$ cat src/rtl/ohg_pkg.sv
package ohg_pkg;
  localparam int STW      = 5;
  localparam int IX_IDLE  = 0;
  localparam int IX_ARM   = 1;
  localparam int IX_RUN   = 2;
  localparam int IX_DONE  = 3;
  localparam int IX_FAULT = 4;

  typedef logic [STW-1:0] st_t;

  localparam st_t ST_IDLE  = st_t'(1) << IX_IDLE;
  localparam st_t ST_ARM   = st_t'(1) << IX_ARM;
  localparam st_t ST_RUN   = st_t'(1) << IX_RUN;
  localparam st_t ST_DONE  = st_t'(1) << IX_DONE;
  localparam st_t ST_FAULT = st_t'(1) << IX_FAULT;
endpackage

$ cat src/rtl/ohg_legal_check.sv
module ohg_legal_check
  import ohg_pkg::*;
#(
  parameter bit RECOVER_TO_ERROR = 1'b1
) (
  input  st_t  st,
  output logic legal
);
  logic any_set;
  logic multi_set;
  logic bad_bit;

  always_comb begin
    logic seen;
    seen      = 1'b0;
    multi_set = 1'b0;
    for (int i = 0; i < STW; i++) begin
      multi_set = multi_set | (seen & st[i]);
      seen      = seen | st[i];
    end
    any_set = seen;
  end

  generate
    if (RECOVER_TO_ERROR) begin : g_fault_ok
      assign bad_bit = 1'b0;
    end else begin : g_fault_bad
      assign bad_bit = st[IX_FAULT];
    end
  endgenerate

  assign legal = any_set & ~multi_set & ~bad_bit;
endmodule

$ cat src/rtl/ohg_next_state.sv
module ohg_next_state
  import ohg_pkg::*;
#(
  parameter bit RECOVER_TO_ERROR = 1'b1
) (
  input  st_t  st,
  input  logic legal,
  input  logic start,
  input  logic go,
  input  logic finish,
  input  logic err_clear,
  input  logic inj_valid,
  input  st_t  inj_mask,
  output st_t  nxt
);
  localparam st_t REC_TARGET = RECOVER_TO_ERROR ? ST_FAULT : ST_IDLE;

  always_comb begin
    nxt = st;
    if (inj_valid) begin
      nxt = st ^ inj_mask;
    end else if (!legal) begin
      nxt = REC_TARGET;
    end else if (st[IX_IDLE]) begin
      if (start) nxt = ST_ARM;
    end else if (st[IX_ARM]) begin
      if (go) nxt = ST_RUN;
    end else if (st[IX_RUN]) begin
      if (finish) nxt = ST_DONE;
    end else if (st[IX_DONE]) begin
      nxt = ST_IDLE;
    end else begin
      if (err_clear) nxt = ST_IDLE;
    end
  end
endmodule

$ cat src/rtl/ohg_sat_counter.sv
module ohg_sat_counter #(
  parameter int CNT_W = 8
) (
  input  logic             clk,
  input  logic             rst,
  input  logic             bump,
  output logic [CNT_W-1:0] count
);
  localparam logic [CNT_W-1:0] CNT_MAX = '1;

  always_ff @(posedge clk) begin
    if (rst) begin
      count <= '0;
    end else if (bump && count != CNT_MAX) begin
      count <= count + 1'b1;
    end
  end
endmodule

$ cat src/rtl/onehot_guard_fsm.sv
module onehot_guard_fsm
  import ohg_pkg::*;
#(
  parameter bit RECOVER_TO_ERROR = 1'b1,
  parameter int CNT_W            = 8
) (
  input  logic             clk,
  input  logic             rst,
  input  logic             start,
  input  logic             go,
  input  logic             finish,
  input  logic             err_clear,
  input  logic             inj_valid,
  input  logic [STW-1:0]   inj_mask,
  output logic [STW-1:0]   cur_state,
  output logic             state_valid,
  output logic             err_flag,
  output logic [CNT_W-1:0] err_count
);
  st_t  st_q;
  st_t  st_d;
  logic legal;

  ohg_legal_check #(.RECOVER_TO_ERROR(RECOVER_TO_ERROR)) u_check (
    .st    (st_q),
    .legal (legal)
  );

  ohg_next_state #(.RECOVER_TO_ERROR(RECOVER_TO_ERROR)) u_next (
    .st        (st_q),
    .legal     (legal),
    .start     (start),
    .go        (go),
    .finish    (finish),
    .err_clear (err_clear),
    .inj_valid (inj_valid),
    .inj_mask  (inj_mask),
    .nxt       (st_d)
  );

  always_ff @(posedge clk) begin
    if (rst) st_q <= ST_IDLE;
    else     st_q <= st_d;
  end

  ohg_sat_counter #(.CNT_W(CNT_W)) u_cnt (
    .clk   (clk),
    .rst   (rst),
    .bump  (~legal),
    .count (err_count)
  );

  assign cur_state   = st_q;
  assign state_valid = legal;
  assign err_flag    = ~legal;
endmodule

$ cat config.mk
export PLATFORM = sky130hd
export DESIGN_NAME = onehot_guard_fsm
export DESIGN_NICKNAME = d
export VERILOG_FILES = /design/src/rtl/ohg_pkg.sv /design/src/rtl/ohg_legal_check.sv /design/src/rtl/ohg_next_state.sv /design/src/rtl/ohg_sat_counter.sv /design/src/rtl/onehot_guard_fsm.sv
export SDC_FILE = /design/constraint.sdc
export NUM_CORES = 1
export LEC_CHECK = 0
export BUFFER_PORTS_ARGS = -buffer_cell sky130_fd_sc_hd__buf_2
export CAP_MARGIN = 20
export CORE_MARGIN = 5
export CORE_UTILIZATION = 44
export DETAILED_ROUTE_END_ITERATION = 8
export PLACE_DENSITY = 0.83
export SLEW_MARGIN = 20
export SYNTH_ARGS = -nofsm -noshare
export SYNTH_HDL_FRONTEND = slang
export SYNTH_SLANG_ARGS = --single-unit
$ cat constraint.sdc
create_clock -name clk -period 1.5 [get_ports clk]
set_input_delay 0.3 -clock clk [delete_from_list [all_inputs] [get_ports clk]]
set_output_delay 0.3 -clock clk [all_outputs]
set_load 0.02 [all_outputs]
### Word level (Yosys, flattened, before mapping)

Cells that the tools add are included.
Widths: inputs -> output; s select.

* input bits: 12
* register bits: 13
* logic and storage cells: 41
* output and inout bits: 15

* bitwise logic cells: 15
* muxes and demuxes: 10
* equality and inequality tests: 5
* reduce and logical (&&, ||, !) cells: 4
* add/subtract/negate cells: 1

Operators by type and width (count)
* $mux 5: 10
* $add 8x1->8 const B: 1
* $ne 8x8->1 const B: 1
* $ne 7x7->1 const B: 1
* $or 1x1->1: 7
* $ne 6x6->1 const B: 1
* $and 1x1->1: 5
* $ne 5x5->1 const B: 1
* $xor 5x5->5: 1
* $ne 4x4->1 const B: 1
* $reduce_and 4->1: 1
* $reduce_and 3->1: 1
* $not 1->1: 2
* $reduce_and 2->1: 1
* $logic_and 1x1->1: 1

### Depth between registers and ports, before layout

* depth in word-level cells: 9
* mapped depth: 7
* mapped depth without buffers: 6

### Cells and area by module

A second synthesis with hierarchy kept.

* cells, all modules: 101
* area total of the unflattened synthesis: 855.8 um2

Modules (own cells, without submodules)
* ohg_sat_counter: seq. area each 160.2 um2, times used 1, cells an instance 46, area an instance 430.4 um2
* ohg_next_state: seq. area each 0.0 um2, times used 1, cells an instance 37, area an instance 221.5 um2
* onehot_guard_fsm: seq. area each 100.1 um2, times used 1, cells an instance 11, area an instance 145.1 um2
* ohg_legal_check: seq. area each 0.0 um2, times used 1, cells an instance 7, area an instance 58.8 um2

### Worst setup path after synthesis

OpenSTA, ideal clock, no wires.

* path kind: register to register
* from: register st_q[3] (netlist: cur_state[3])
* to: register u_cnt.count[3]
* cell stages (with the launch flop): 7
* path slack: -0.336 ns
* required time: 1.429 ns
* arrival time: 1.765 ns
* cell sequence: dfxtp_1 > buf_2 > nor2_1 > a22oi_4 > nand2_4 > or4_1 > a21oi_1

* longest elaborated chain between the ends: 7
* elaborated cells between the ends (all ways): 10
* classes of those cells: bitwise: 9; reduce/logical: 1

Ends and longest elaborated chain
* start, declared: line onehot_guard_fsm.sv:20 `st_t st_q;`
* start signal, assigned: line onehot_guard_fsm.sv:43 `else st_q <= st_d;`
* $and 1x1->1 or $or 1x1->1 (tied branches): line ohg_legal_check.sv:18, ohg_legal_check.sv:19
* $or 1x1->1 or $and 1x1->1 (tied branches): line ohg_legal_check.sv:18 `multi_set = multi_set | (seen & st[i]);`
* $or 1x1->1: line ohg_legal_check.sv:18
* $not 1->1: line ohg_legal_check.sv:32 `assign legal = any_set & ~multi_set & ~bad_bit;`
* $and 1x1->1 *: line ohg_legal_check.sv:32
* net state_valid: line onehot_guard_fsm.sv:16 `output logic state_valid,`
* $not 1->1 *: line onehot_guard_fsm.sv:49 `.bump (~legal),`
* $logic_and 1x1->1 *: line ohg_sat_counter.sv:14 `end else if (bump && count != CNT_MAX) begin`
* end signal, assigned: line ohg_sat_counter.sv:15 `count <= count + 1'b1;`
* end, declared: line ohg_sat_counter.sv:7 `output logic [CNT_W-1:0] count`

Mark *: on every way through the listed nets, which the timed path passes. The rest lies on a longest branch.
A chain may end at the register's enable or synchronous reset.

### Final worst setup path

* from: register st_q[0] (netlist: cur_state[0])
* to: register u_cnt.count[5]

* longest elaborated chain between the ends: 9
* elaborated cells between the ends (all ways): 15
* classes of those cells: bitwise: 14; reduce/logical: 1

Ends and longest elaborated chain
* $or 1x1->1: line ohg_legal_check.sv:19 `seen = seen | st[i];`
* $and 1x1->1 or $or 1x1->1 (tied branches): line ohg_legal_check.sv:18, ohg_legal_check.sv:19
* $or 1x1->1 (tied with other cells): line ohg_legal_check.sv:18
* $or 1x1->1 or $and 1x1->1 (tied branches): line ohg_legal_check.sv:18
* $or 1x1->1: line ohg_legal_check.sv:18
* $not 1->1: line ohg_legal_check.sv:32
* $and 1x1->1 *: line ohg_legal_check.sv:32
* $not 1->1 *: line onehot_guard_fsm.sv:49
* $logic_and 1x1->1 *: line ohg_sat_counter.sv:14

Mark *: on every way between the ends. The rest lies on a longest branch, timed or not.

==> metrics.md <==
| Metric | Value |
|---|---|
| CTS Hold Bufs | `0` |
| Startpoint types | `register` |
| Initial core utilization | `44.7%` |
| Clock power frac | `17.1%` |
| Sequential fraction of design power | `34.4%` |
| Final WS setup | `-0.172 ns` |
| CP Capture Type | `register` |
| Worst clock skew | `0.00728 ns` |
| Post-synth EDFFs | `0` |
| Mapped Cells | `101` |
| Mapped cell area | `851 µm²` |
| Hold WC Path Type | `in -> reg` |
| Sink Count | `13` |
| Clock buffer depth | `2` |
| Final Max Tran Viols | `0` |
| Total die area | `2910 µm²` |
| GRT Total Usage | `19.8%` |
| WL per Instance | `14.9 µm` |
| Dpl hpwl | `1.76 mm` |
| Switch share | `37.9%` |
| Slew @ Worst Pin | `0.282 ns` |
| # diodes | `0` |
| First-pass GRT wire length | `4.22 mm` |
| GP Congestion | `0.822` |
| Fmax | `598 MHz` |
| Crit path arrival time | `1.88 ns` |
| Sequential share of the synthesized area | `30.6%` |
| Number of max-cap violations | `0` |
| Layout cells sized above 1 | `50.0%` |
| YS warnings | `0` |
| Peak supply drop | `0.000749 V` |
| Slowest Stage Delay on Critical Path | `0.49 ns` |
| PortBufs | `26` |
| WP data required | `1.71 ns` |
| Final instance area | `1300 µm²` |
| Crit-path cells | `xor2_4 > a22oi_4 > buf_6 > nand3_4 > or4_4 > a21oi_2` |
| Pin count of the biggest net entering global routing | `15` |
| Final #Nets | `162` |
| Vias in the first global route | `974` |
| Synth Register Bits | `13` |
| PD cells | `989 nW/µm²` |
| Status | `complete, but fails checks` |
| Switching Power | `0.000486 W` |
| Synth-to-layout area growth | `52.4%` |
| Dpl ws | `-0.0819 ns` |
| Drt drc | `0` |
| Root buffer cell | `clkbuf_4` |
| Routed WL | `2.61 mm` |
| Fraction of registers with async set or reset after synthesis | `0%` |
| Placed cell areas | `1130 µm²` |
| Final hold viol count | `0` |
| RSZ-0062 raised after global routing | `true` |
| Commonest non-fill, non-tap cell in the layout | `buf_2` |
| Pwr Total | `0.00128 W` |
| IO Count | `27` |
| Count of cell types in the netlist | `43` |
| Initial antenna violation count | `0` |
| Crit path kind | `reg -> reg` |
| Int Power | `0.000796 W` |
| Clock-pin slew on the worst setup and hold paths | `0.09 ns` |
| CTS tree | `yes` |
| Y dimension of the die | `54.0 µm` |
| Clock buffer count from CTS | `3` |
| Gate power share | `48.5%` |
| Grt ovf | `0` |
| Minimum clock period | `1.67 ns` |
| Rows | `16` |
| Synth Flop Type | `dfxtp_1` |
| Final setup viols | `10` |
| ANT nets after route | `0` |
| Clock Latency Late Sink | `0.28 ns` |
| Core Region | `1900 µm²` |
| Slowest stage cell, crit path | `or4_4` |
| Fin crit share | `111%` |
| Static leakage | `0.563 nW` |
| Initial DRC count | `4` |
| Syn_nets | `114` |
| Slew HR | `81.0%` |
| Utilization after layout | `68.2%` |
| CTS H-Tree Depth | `1` |
| Syn Area/Cell | `8.42 µm²` |
| Die W | `54.0 µm` |
| Largest fanout on the critical path | `4` |
| Failing checks | `negative setup slack` |
| Via count | `936` |
| DRT Pass-1 Iters | `4` |
| Average vias per placed instance | `5.35` |
| Most frequent cells in the layout | `24 x buf_2, 17 x buf_4, 9 x nor2_1, 8 x a21oi_1, 8 x dfxtp_1` |
| Fin Hold WS | `0.314 ns` |
power groups by stage:
stage | clock [W] | sequential (W) | combinational (W)
floorplan | 0 | 0.000471 | 0.000285
global placement | 0 | 0.000439 | 0.000465
detailed placement | 0 | 0.000443 | 0.000480
CTS | 0.000228 | 0.000439 | 0.000568
global route | 0.000248 | 0.000448 | 0.000668
finish | 0.000220 | 0.000441 | 0.000622
Yosys cell counts, types with 3 or more instances:
cell / count / share of area [%]
o21ai_0: 4 / 2.4
nor2_1: 9 / 4.0
nand3_1: 4 / 2.4
inv_1: 3 / 1.3
and2_1: 3 / 2.2
dfxtp_1: 13 / 31
a21oi_1: 10 / 5.9
nor2b_1: 6 / 4.4
nand2_1: 6 / 2.6
xor2_1: 4 / 4.1
per-stage QoR:
stage,instances,setup TNS [ns]
final,175,-1.22
after global routing,175,-2.36
after CTS,174,-1.14
after detailed placement,164,-0.225
after global placement,164,-0.0310
after floorplan,101,-0.581
per-layer routing:
layer  wire length (µm)  GRT usage, %  share of wire, %
met1               1100          21.4                42
met2               1330          38.3                51
met3                124          2.49               4.8
met4                 57          7.88               2.2
met5                  0             0                 0
worst paths after layout:
check	start	to	slack, ns	cells after the start
setup / recovery	cur_state[0]$_SDFF_PP1_	u_cnt.count[5]$_SDFFE_PP0P_	-0.17	6
hold / removal	inj_mask[2]	cur_state[2]$_SDFFE_PP0P_	0.31	4
setup reg to reg	cur_state[0]$_SDFF_PP1_	u_cnt.count[5]$_SDFFE_PP0P_	-0.17	6
hold reg to reg	u_cnt.count[3]$_SDFFE_PP0P_	u_cnt.count[3]$_SDFFE_PP0P_	0.51	2
timing repair:
item,in CTS,in global routing
gates cloned,0,0
pin swaps,9,4
buffers inserted,6,1
setup endpoints to repair,9,14
resized for setup,11,11
critical path: cells and delay by family (launching register included):
kind / cells / cell delay [ns]
flip-flops: 1 / 0.39
buffers and inverters: 1 / 0.14
AND/OR/NAND/NOR: 2 / 0.56
AO/OA/AOI/OAI: 2 / 0.34
XOR/XNOR: 1 / 0.19
cell families (layout without fill, tap and decap cells):
family                   count (synthesis)  count (layout)  synth area share, %
XOR/XNOR                                 5               5                 6.03
AND/OR/NAND/NOR                         43              43                 29.7
AO/OA/AOI/OAI                           29              29                 24.7
multiplexers                             2               2                 2.50
buffers and inverters                    8              55                 5.00
adder cells (fa/ha/maj)                  1               1                 1.47
flip-flops                              13              13                 30.6
state kept, by name, summed over array words and instances (netlist names):
register and count:
cur_state 5, u_cnt.count 8
final cells by class:
class	count	area [µm²]
Sequential cell	13	272
Inverter	3	13.8
Tap cell	27	33.8
Multi-Input combinational cell	80	624
Timing Repair Buffer	48	327
Clock buffer	4	26.3
Fill cell	154	606
No activity file was read; power rests on OpenSTA's default activity.
